**src/rtl/lpm_ctrl.sv**
```systemverilog
`timescale 1ns/1ps
module lpm_ctrl #(
  parameter int SETTLE_CYC = 80,
  parameter int REF_CYC    = 16,
  parameter int BUS_CYC    = 11,
  parameter int RST_CYC    = 4
) (
  input  logic       clk,
  input  logic       rst_n,
  input  logic       req_valid,
  input  logic [2:0] req_mode,
  input  logic       lpw_to_lprun,
  input  logic       lvd_on,
  input  logic       clk_lp_ext,
  input  logic       ref_tick,
  input  logic [6:0] wake_irq,
  input  logic       err_clr,
  output logic [2:0] mode_o,
  output logic       cpu_clk_en,
  output logic       bus_clk_en,
  output logic       vreg_active,
  output logic       sys_rst,
  output logic       err_flag,
  output logic       irq_take
);
  localparam int M1   = (SETTLE_CYC > REF_CYC) ? SETTLE_CYC : REF_CYC;
  localparam int M2   = (BUS_CYC > RST_CYC) ? BUS_CYC : RST_CYC;
  localparam int MAXC = (M1 > M2) ? M1 : M2;
  localparam int CW   = $clog2(MAXC + 1);

  localparam logic [2:0] M_RUN = 3'd0, M_LPRUN = 3'd1, M_WAIT = 3'd2,
                         M_LPWAIT = 3'd3, M_STOP_SH = 3'd4, M_STOP_DEEP = 3'd5;

  typedef enum logic [3:0] {
    ST_RUN, ST_LPRUN, ST_WAIT, ST_LPWAIT, ST_STOP_SH, ST_STOP_DEEP,
    ST_SETTLE, ST_REF, ST_BUS, ST_REBOOT
  } st_t;

  st_t           st, nst;
  logic [CW-1:0] cnt, ncnt;
  logic          back_lp, nback, nerr, nirq;

  wire any_wake  = |wake_irq;
  wire deep_wake = wake_irq[2] | wake_irq[5];
  wire cnt_done  = (cnt == '0);

  always_comb begin
    logic from_lp, refuse;
    nst     = st;
    ncnt    = cnt;
    nback   = back_lp;
    nerr    = err_flag & ~err_clr;
    nirq    = 1'b0;
    from_lp = (st == ST_LPRUN);
    refuse  = 1'b0;
    case (st)
      ST_RUN, ST_LPRUN: if (req_valid) begin
        case (req_mode)
          M_RUN:      if (from_lp) nst = ST_RUN;
          M_LPRUN:    if (!from_lp) begin
                        if (clk_lp_ext) nst = ST_LPRUN;
                        else refuse = 1'b1;
                      end
          M_WAIT:     if (from_lp) refuse = 1'b1;
                      else nst = ST_WAIT;
          M_LPWAIT:   if (from_lp) nst = ST_LPWAIT;
                      else refuse = 1'b1;
          M_STOP_SH:  begin nst = ST_STOP_SH; nback = from_lp; end
          M_STOP_DEEP: if (from_lp) refuse = 1'b1;
                       else if (lvd_on) begin nst = ST_STOP_SH; nback = 1'b0; end
                       else nst = ST_STOP_DEEP;
          default:    refuse = 1'b1;
        endcase
        if (refuse) nerr = 1'b1;
      end
      ST_WAIT: if (any_wake) begin nst = ST_RUN; nirq = 1'b1; end
      ST_LPWAIT: if (any_wake) begin
        nst  = lpw_to_lprun ? ST_LPRUN : ST_RUN;
        nirq = 1'b1;
      end
      ST_STOP_SH: if (any_wake) begin
        nst  = ST_SETTLE;
        ncnt = CW'(SETTLE_CYC - 1);
      end
      ST_SETTLE:
        if (cnt_done) begin nst = ST_REF; ncnt = CW'(REF_CYC - 1); end
        else ncnt = cnt - 1'b1;
      ST_REF: if (ref_tick) begin
        if (cnt_done) begin nst = ST_BUS; ncnt = CW'(BUS_CYC - 1); end
        else ncnt = cnt - 1'b1;
      end
      ST_BUS:
        if (cnt_done) begin
          nst  = back_lp ? ST_LPRUN : ST_RUN;
          nirq = 1'b1;
        end else ncnt = cnt - 1'b1;
      ST_STOP_DEEP: if (deep_wake) begin
        nst  = ST_REBOOT;
        ncnt = CW'(RST_CYC - 1);
        nerr = 1'b0;
      end
      ST_REBOOT: begin
        nerr = 1'b0;
        if (cnt_done) nst = ST_RUN;
        else ncnt = cnt - 1'b1;
      end
      default: nst = ST_RUN;
    endcase
  end

  always_ff @(posedge clk or negedge rst_n)
    if (!rst_n) begin
      st       <= ST_RUN;
      cnt      <= '0;
      back_lp  <= 1'b0;
      err_flag <= 1'b0;
      irq_take <= 1'b0;
    end else begin
      st       <= nst;
      cnt      <= ncnt;
      back_lp  <= nback;
      err_flag <= nerr;
      irq_take <= nirq;
    end

  always_comb begin
    mode_o  = M_RUN;
    sys_rst = 1'b0;
    {cpu_clk_en, bus_clk_en, vreg_active} = 3'b111;
    case (st)
      ST_LPRUN:     begin mode_o = M_LPRUN;     {cpu_clk_en, bus_clk_en, vreg_active} = 3'b110; end
      ST_WAIT:      begin mode_o = M_WAIT;      {cpu_clk_en, bus_clk_en, vreg_active} = 3'b011; end
      ST_LPWAIT:    begin mode_o = M_LPWAIT;    {cpu_clk_en, bus_clk_en, vreg_active} = 3'b010; end
      ST_STOP_SH:   begin mode_o = M_STOP_SH;   {cpu_clk_en, bus_clk_en, vreg_active} = 3'b000; end
      ST_STOP_DEEP: begin mode_o = M_STOP_DEEP; {cpu_clk_en, bus_clk_en, vreg_active} = 3'b000; end
      ST_SETTLE, ST_REF: begin mode_o = M_STOP_SH; {cpu_clk_en, bus_clk_en, vreg_active} = 3'b001; end
      ST_BUS:       begin mode_o = M_STOP_SH;   {cpu_clk_en, bus_clk_en, vreg_active} = 3'b111; end
      ST_REBOOT:    begin mode_o = M_STOP_DEEP; {cpu_clk_en, bus_clk_en, vreg_active} = 3'b001; sys_rst = 1'b1; end
      default: ;
    endcase
  end
endmodule

```
**config.mk**
```make
export PLATFORM = sky130hd
export DESIGN_NAME = lpm_ctrl
export DESIGN_NICKNAME = d
export VERILOG_FILES = /design/src/rtl/lpm_ctrl.sv
export SDC_FILE = /design/constraint.sdc
export NUM_CORES = 1
export LEC_CHECK = 0
export ABC_CLOCK_PERIOD_IN_PS = 5100
export BUFFER_PORTS_ARGS = -buffer_cell sky130_fd_sc_hd__buf_2
export CORE_UTILIZATION = 55
export DETAILED_ROUTE_END_ITERATION = 7
export GPL_TIMING_DRIVEN = 0
export PLACE_DENSITY = 0.84
export SYNTH_ARGS = -nofsm -noshare
export SYNTH_HDL_FRONTEND = slang
export SYNTH_SLANG_ARGS = --single-unit
```
**constraint.sdc**
```tcl
create_clock -name clk -period 5.1 [get_ports clk]
set_clock_uncertainty 0.15 [all_clocks]
set_input_delay 0.765 -clock clk [delete_from_list [all_inputs] [get_ports clk]]
set_output_delay 0.765 -clock clk [all_outputs]
set_load 0.01 [all_outputs]
```
==> flow_summary.toml, run 1 <==
[outcome]
status = "finished with violations"
violations = "DRC"

[yosys]
ys_seq_area_frac = 0.283
postSynthAreaPerCell_sq_um = 7.85
synth_largest_area_cell = "dfrtp_1"
ys_warn_count = 0
yosysTopAreaCellShare = 0.283
synthesis.area_sq_mm = 0.00124
ys.flop_type = "dfrtp_1"
synthArstFlopShare = 1.00
synth_cell_types = 47
synth_edf_count = 0
synth_nets = 178
ys_top_cells_by_area = "dfrtp_1 28%, nor2_1 5.4%, o21ai_0 5.2%"
synth_seq_cells = 14
postSynthCellCount = 158

[global_route]
grt_max_degree = 15
grt_pass1_wl_microns = 5350
grt_usage = 0.284
grt.overflow.total = 0
grt_pass1_vias = 1199
grt_antenna_before_repair = 0

[floorplanning]
num_rows = 16
io_pins = 27
core_sq_mm = 0.00204
start_util = 0.607
die_y_microns = 49.5
dieWidth_microns = 49.5
dieArea_sq_mm = 0.00245

[place]
gp_congestion = 0.934
dp_hpwl_microns = 2440
dp_cells = 209
portBuffers = 24

[clock_tree]
post-cts-setup-buffers = 0
post_cts_resized = 0
cts_tree = "built"
root_buffer = "clkbuf_4"
cts.path.max_buffers = 2
cts_buffers = 3
ctsHoldBuffers = 0
clk_pin_slew_ns = 0.08
clock_sinks = 14
insertion_delay_ns = 0.28
h-tree-depth = 1

[timing]
post-route-period-util = 0.529
slew_viol_final = 0
fmax_mhz = 371
fin_crit_ns = 2.70
whs_ns = 0.218
rsz0062_at_grt = "no"
finalSetupViolations = 0
fin_tns_setup_ns = 0
relSlewSlack = 0.373
tightest_slew_ns = 0.927
finalHoldViolations = 0

[setup_path]
cp-end-kind = "primary output"
worstPathRequired_ns = 4.18
cp.arrival_ns = 1.78
critPathLaunchType = "flip-flop"
path_cells = "clkbuf_1 -> nor2b_1 -> and2_1 -> nor2_1 -> buf_2"
crit_path_max_incr_delay_ns = 0.38
crit_type = "flip-flop to primary output"
worst_path_max_delay_cell = "dfrtp_1"
crit_fanout = 10

[routing]
wirelength_microns = 3140
vias = 1326
wire_per_inst_microns = 14.8
viasPerCell = 6.25
drt_first_pass_iters = 8
ant_nets = 0
drt_iter0_drc = 71
drcViolationCount = 1

[power_and_ir_drop]
total_power_w = 0.000793
p_per_area_mw_per_mm2 = 560
irDropWorstVdd_v = 0.000343
p_leak_nw = 0.601

[min_path]
hold_class = "input pin to async pin"

[job]
drv_cap = 0

[cells_and_area]
finalNetCount = 207
mostFrequentLayoutCells = "26 x buf_2, 18 x nor2_1, 14 x dfrtp_1"
antenna_cells = 0
final_common_cell = "buf_2"
fin_util = 0.694
area_growth_syn_to_layout_pct = 14.2
final_cells = 212
regArea_sq_um = 350
fillCellCount = 180
multi_input_area_sq_um = 812
drive_gt1_frac = 0.195
==> metrics by stage <==
stage / cell area (sq um) / setup WS (ns)
final: 1420 / 2.40
after global routing: 1420 / 2.27
after CTS: 1420 / 2.43
after detailed placement: 1390 / 2.56
after global placement: 1390 / 2.59
after floorplan: 1240 / 2.74
==> synthesized netlist by cell type, types with 2 or more instances <==
| cell type | count |
|---|---|
| buf_2 | 2 |
| mux2i_1 | 2 |
| nor3_1 | 5 |
| ha_1 | 2 |
| o21ai_0 | 13 |
| nand2b_1 | 2 |
| nand3_1 | 7 |
| o22ai_1 | 4 |
| dfrtp_1 | 14 |
| inv_1 | 9 |
| nor4b_1 | 3 |
| nand2_1 | 9 |
| clkbuf_1 | 7 |
| nor2b_1 | 8 |
| a21oi_1 | 12 |
| nand3b_1 | 2 |
| and2_1 | 2 |
| o21a_1 | 3 |
| a31oi_1 | 2 |
| o32a_1 | 3 |
| nor3b_1 | 2 |
| nor2_1 | 18 |
| a22oi_1 | 3 |
==> final timing paths <==
check / startpoint / to / slack [ns] / cells past startpoint
setup / recovery: st[0] / bus_clk_en / 2.40 / 5
hold / removal: rst_n / cnt[0] / 0.22 / 1
setup reg to reg: st[1] / st[1] / 2.56 / 6
hold reg to reg: err_flag / err_flag / 0.37 / 2
max in group asynchronous: rst_n / cnt[6] / 4.34 / 1
min in group clk: err_flag / err_flag / 0.37 / 2
==> critical path: cells and delay by family, from the launching register on <==
family | cells | cell delay (ns)
AND/OR/NAND/NOR | 3 | 0.63
buffers and inverters | 2 | 0.49
flip-flops | 1 | 0.38
==> per-layer routing <==
| layer | track usage | part of all wire |
|---|---|---|
| met1 | 0.395 | 0.45 |
| met2 | 0.434 | 0.45 |
| met3 | 0.0679 | 0.084 |
| met4 | 0.0857 | 0.016 |
| met5 | 0 | 0 |
==> report_power, final <==
group	switching [W]	internal (W)
Combinational	0.000307	0.000217
Sequential	0.0000488	0.000157
Clock	0.0000362	0.0000274
Total	0.000392	0.000401
==> sequential cells by signal (all words and copies together), names as in the netlist <==
| name | flops |
|---|---|
| st | 4 |
| irq_take | 1 |
| cnt | 7 |
| err_flag | 1 |
| back_lp | 1 |
==> cell families (layout without fill, tap and decap cells) <==
family | after synthesis | count (layout) | share of synthesized area
AO/OA/AOI/OAI | 52 | 52 | 0.302
XOR/XNOR | 1 | 1 | 0.00706
adder cells (fa/ha/maj) | 2 | 2 | 0.0202
buffers and inverters | 19 | 46 | 0.0626
flip-flops | 14 | 14 | 0.283
multiplexers | 3 | 3 | 0.0252
AND/OR/NAND/NOR | 67 | 67 | 0.301
==> area by class of cell <==
type / count / area share
tap: 27 / 0.0239
multi-input combinational: 125 / 0.573
sequential: 14 / 0.247
inverter: 9 / 0.0239
clock buffer: 3 / 0.0159
timing repair buffer: 24 / 0.0848
buffer: 10 / 0.0309
Power figures use the tool's default switching activity.
==> run 2: changes to the inputs <==
ABC_CLOCK_PERIOD_IN_PS = 2450   (was 5100)
CORE_UTILIZATION = 49   (was 55)
PLACE_DENSITY = 0.79   (was 0.84)
clock period = 2.45 ns   (was 5.1 ns; I/O delays follow)
==> run 2 against run 1 <==
- the flow now finishes without violations
- non-clock buffer count increased by 3
- sequential power grew 110%
- die area increased by 12%
- sequential cell count did not move
- wire length rose by 4.8%
- clock power increased to 2.8 times the previous value
- clock-buffer cell count is 1 higher
- total power rose by 120%
- worst hold slack worse by 0.021 ns
==> flow_summary.toml, run 2 (synthesis gave the netlist of run 1 again) <==
[place]
dp_cells = 210
portBuffers = 24
gp_congestion = 0.881
dp_hpwl_microns = 2490

[power_and_ir_drop]
irDropWorstVdd_v = 0.000806
sw_frac_of_total = 0.482
clockPowerShare = 0.103
seqPwrFrac = 0.250
p_per_area_mw_per_mm2 = 1170
p_int_w = 0.000889
switchingPower_w = 0.000828
p_leak_nw = 0.628
total_power_w = 0.00172
combPwrFrac = 0.647

[global_route]
grt_pass1_vias = 1271
grt_pass1_wl_microns = 5760
grt.overflow.total = 0
grt_max_degree = 15
grt_usage = 0.285
grt_antenna_before_repair = 0

[setup_path]
rr_worst_depth = 6
rrSetupSlack_ns = 0.11
worstPathRequired_ns = 2.51
cp.arrival_ns = 2.40
r2r_start = "st[2]"
crit_type = "flip-flop to flip-flop"
critPathCapture = "cnt[5]"
r2r-end = "cnt[5]"
critPathLaunch = "st[2]"
crit_fanout = 9
cp-end-kind = "flip-flop"
critPathLaunchType = "flip-flop"

[timing]
slew_viol_final = 0
post-route-period-util = 0.955
finalSetupViolations = 0
rsz0062_at_grt = "no"
fmax_mhz = 427
finalHoldViolations = 0
relSlewSlack = 0.589
fin_crit_ns = 2.34
tightest_slew_ns = 0.610

[clock_tree]
clock_sinks = 14
insertion_delay_ns = 0.29
clk_pin_slew_ns = 0.10
h-tree-depth = 1
cts.path.max_buffers = 2
cts_tree = "built"
cts_buffers = 3
root_buffer = "clkbuf_4"

[cells_and_area]
multi_input_area_sq_um = 821
mostFrequentLayoutCells = "26 x buf_2, 18 x nor2_1, 14 x dfrtp_1"
finalNetCount = 210
final_cells = 217
area_growth_syn_to_layout_pct = 18.3
fin_util = 0.638
final_common_cell = "buf_2"
fillCellCount = 216
reg_top3 = "cnt: 7 flops, st: 4 flops"
antenna_cells = 0
largest_reg_flops = 7
regArea_sq_um = 350
max_flop_register = "cnt"
drive_gt1_frac = 0.222

[floorplanning]
dieArea_sq_mm = 0.00274
die_y_microns = 52.3
num_rows = 17
core_sq_mm = 0.00230
start_util = 0.540
io_pins = 27
dieWidth_microns = 52.3

[min_path]
hold_class = "input pin to flip-flop"

[routing]
vias = 1315
drcViolationCount = 0
wirelength_microns = 3290
drt_first_pass_iters = 4
wire_per_inst_microns = 15.2
drt_iter0_drc = 56
ant_nets = 0
viasPerCell = 6.06

[job]
drv_cap = 0

[outcome]
status = "complete, no violations"
-- run 2: cell type report --
cell class,count,area share
repair buffers,27,0.0990
plain buffers,10,0.0307
flip-flops and latches,14,0.239
inverters,9,0.0230
multi-input cells,125,0.560
well taps,28,0.0239
clock buffers,4,0.0247
-- run 2: how the worst min path moves through the flow --
stage / from / endpoint / slack, ns / cells after the start
6_report: err_clr / err_flag / 0.20 / 3
5_1_grt: err_clr / err_flag / 0.25 / 3
4_1_cts: err_clr / err_flag / 0.21 / 3
3_5_place_dp: rst_n / cnt[2] / 0.14 / 1
3_3_place_gp: rst_n / cnt[2] / 0.13 / 1
2_1_floorplan: rst_n / back_lp / -0.08 / 0
-- run 2: timing repair --
| action | in CTS | in global routing |
|---|---|---|
| pin swaps | 1 | 2 |
| hold buffers | 1 | 0 |
| hold endpoints to repair | 14 | 0 |
| gates resized for setup | 1 | 3 |
| setup endpoints to repair | 1 | 3 |
| buffers inserted | 0 | 2 |
-- run 2: through the flow --
stage               cell area (sq um)  hold slack (ns)  setup TNS (ns)  worst slack [ns]
finish                           1470            0.197               0             0.109
global route                     1470            0.245               0           0.00204
CTS                              1450            0.207               0           0.00206
detailed placement               1400            0.137         -0.0334           -0.0334
global placement                 1400            0.133               0            0.0581
floorplan                        1240          -0.0781               0             0.243
-- run 2: critical path, cell delays in order (launching register included) --
cell and delay, ns:
dfrtp_1 0.46, or3b_1 0.40, buf_4 0.18, a21oi_4 0.20, o221ai_2 0.23, or4_1 0.54
o21ai_0 0.09
-- run 2: power by group through the flow --
stage | Clock, W | Combinational (W) | Sequential (W)
global placement | 0 | 0.00105 | 0.000421
finish | 0.000176 | 0.00111 | 0.000430
detailed placement | 0 | 0.00108 | 0.000429
global route | 0.000192 | 0.00124 | 0.000440
CTS | 0.000173 | 0.00108 | 0.000427
floorplan | 0 | 0.000813 | 0.000407
-- run 2: layer usage --
layer / track usage / vias to the layer above / routed length (microns)
met5: 0 / - / 0
li1: - / 645 / -
met4: 0.114 / 0 / 48
met2: 0.477 / 45 / 1620
met1: 0.364 / 616 / 1440
met3: 0.0406 / 9 / 186
==> run 3: changes to the inputs <==
ABC_CLOCK_PERIOD_IN_PS = 2300   (was 2450)
CORE_UTILIZATION = 54   (was 49)
PLACE_DENSITY = 0.82   (was 0.79)
SLEW_MARGIN = 20   (was not set)
clock period = 2.3 ns   (was 2.45 ns; I/O delays follow)
==> run 3 against run 2 <==
- the flow now finishes with violations (setup timing)
- combinational power up 9.9%
- non-clock buffer count down 1
- via count up 2.6%
- sequential power up 8.1%
- critical path type unchanged
- critical endpoint unchanged
- largest cell class unchanged
- largest power group unchanged
==> flow_summary.toml, run 3 (synthesis gave the netlist of run 1 again) <==
[clock_tree]
cts_tree = "built"
root_buffer = "clkbuf_4"
h-tree-depth = 1
clk_pin_slew_ns = 0.09
cts.path.max_buffers = 2
cts_buffers = 3
clock_sinks = 14
insertion_delay_ns = 0.28

[timing]
fin_crit_ns = 2.30
rsz0062_at_grt = "yes"
finalHoldViolations = 0
tightest_slew_ns = 0.613
fmax_mhz = 434
slew_viol_final = 0
post-route-period-util = 1.00
fin_ws_ns = -0.00409
whs_ns = 0.187
finalSetupViolations = 1
relSlewSlack = 0.587

[setup_path]
cp.arrival_ns = 2.37
crit_path_max_incr_delay_ns = 0.54
rr_worst_depth = 6
path_cells = "or3b_1 -> buf_4 -> a21oi_4 -> o221ai_2 -> or4_1 -> o21ai_0"
worstPathRequired_ns = 2.36
cp-end-kind = "flip-flop"
worst_path_max_delay_cell = "or4_1"
rrSetupSlack_ns = -0.004
crit_type = "flip-flop to flip-flop"
crit_fanout = 9
critPathLaunchType = "flip-flop"

[floorplanning]
num_rows = 16
start_util = 0.601
core_sq_mm = 0.00206
die_y_microns = 49.9
io_pins = 27
dieArea_sq_mm = 0.00249
dieWidth_microns = 49.9

[cells_and_area]
fillCellCount = 166
final_common_cell = "buf_2"
finalNetCount = 209
stdcell_area_sq_mm = 0.00147
drive_gt1_frac = 0.250
antenna_cells = 0
largest_reg_flops = 7
fin_util = 0.714
max_flop_register = "cnt"
final_cells = 215
mostFrequentLayoutCells = "25 x buf_2, 18 x nor2_1, 13 x o21ai_0, 13 x dfrtp_1, 12 x a21oi_1"
reg_top3 = "cnt: 7 flops, st: 4 flops"
area_growth_syn_to_layout_pct = 18.8

[global_route]
globalRouteMet3Util = 0.0432
grt.overflow.total = 0
grt_use_met2 = 0.475
grt_antenna_before_repair = 0
busiest_layer = "met2"
grt_pass1_wl_microns = 5780
grt_usage = 0.303
grt_max_degree = 15
grt_pass1_vias = 1240
grt_use_met1 = 0.428

[job]
drv_cap = 0

[place]
portBuffers = 24
dp_hpwl_microns = 2480
gp_congestion = 0.941
dpl_cell_area_sq_mm = 0.00139
dp_cells = 209
place_worst_setup_slack_ns = -0.125

[min_path]
hold_class = "input pin to flip-flop"
holdPathStages = 3

[power_and_ir_drop]
p_leak_nw = 0.630
irDropWorstVdd_v = 0.000769
p_per_area_mw_per_mm2 = 1270

[routing]
viasPerCell = 6.27
drt_first_pass_iters = 4
drcViolationCount = 0
wire_per_inst_microns = 15.6
ant_nets = 0
drt_iter0_drc = 68
wirelength_microns = 3350
vias = 1349

[outcome]
violations = "setup timing"
status = "finished with violations"
run 3: cell types whose count changed in the layout (fill, tap and decap cells not counted), sizes merged:
cell,before,now
buf,29,28
run 3: repair_timing:
item / CTS / global route
hold endpoints to repair: 14 / 0
resized for setup: 2 / 13
setup buffers: 1 / 0
pin swaps: 2 / 1
endpoints found under the setup margin: 3 / 11
hold buffers: 1 / 0
run 3: per-stage QoR:
stage	TNS (ns)	power, W
2_1_floorplan	0	0.00130
5_1_grt	-0.162	0.00203
4_1_cts	0	0.00181
3_5_place_dp	-0.193	0.00160
3_3_place_gp	-0.0692	0.00156
6_report	-0.00409	0.00187
run 3: final cells by class:
cell class	count	area, sq um	area share
timing repair buffer	26	138	0.0935
clock buffer	4	36.3	0.0246
tap	27	33.8	0.0229
inverter	9	33.8	0.0229
buffer	10	50.0	0.0340
sequential	14	352	0.239
multi-input combinational	125	830	0.563
run 3: per-layer routing:
| metal | wire, microns | vias to the layer above |
|---|---|---|
| li1 | - | 646 |
| met1 | 1550 | 619 |
| met2 | 1510 | 75 |
| met3 | 237 | 9 |
| met4 | 53 | 0 |
| met5 | 0 | - |
run 3: final timing paths:
kind / start / to
worst max-delay path: st[2] / cnt[5]
worst min-delay path: err_clr / err_flag
worst max register to register: st[2] / cnt[5]
worst min register to register: back_lp / back_lp
max in group asynchronous: rst_n / st[3]
min in group asynchronous: rst_n / st[1]
run 3: worst max-delay path, delay by kind of cell, from the launching register on:
kind                   cells  cell delay (ns)
and+or+nand+nor            2             0.93
AOI/OAI and AO/OA          3             0.52
buffers and inverters      1             0.18
DFF                        1             0.45
run 3: power by group:
part           total, W  leakage [nW]  internal (W)  switching (W)
combinational   0.00122         0.436      0.000520       0.000704
clock          0.000184        0.0210     0.0000964      0.0000876
sequential     0.000465         0.174      0.000349       0.000115
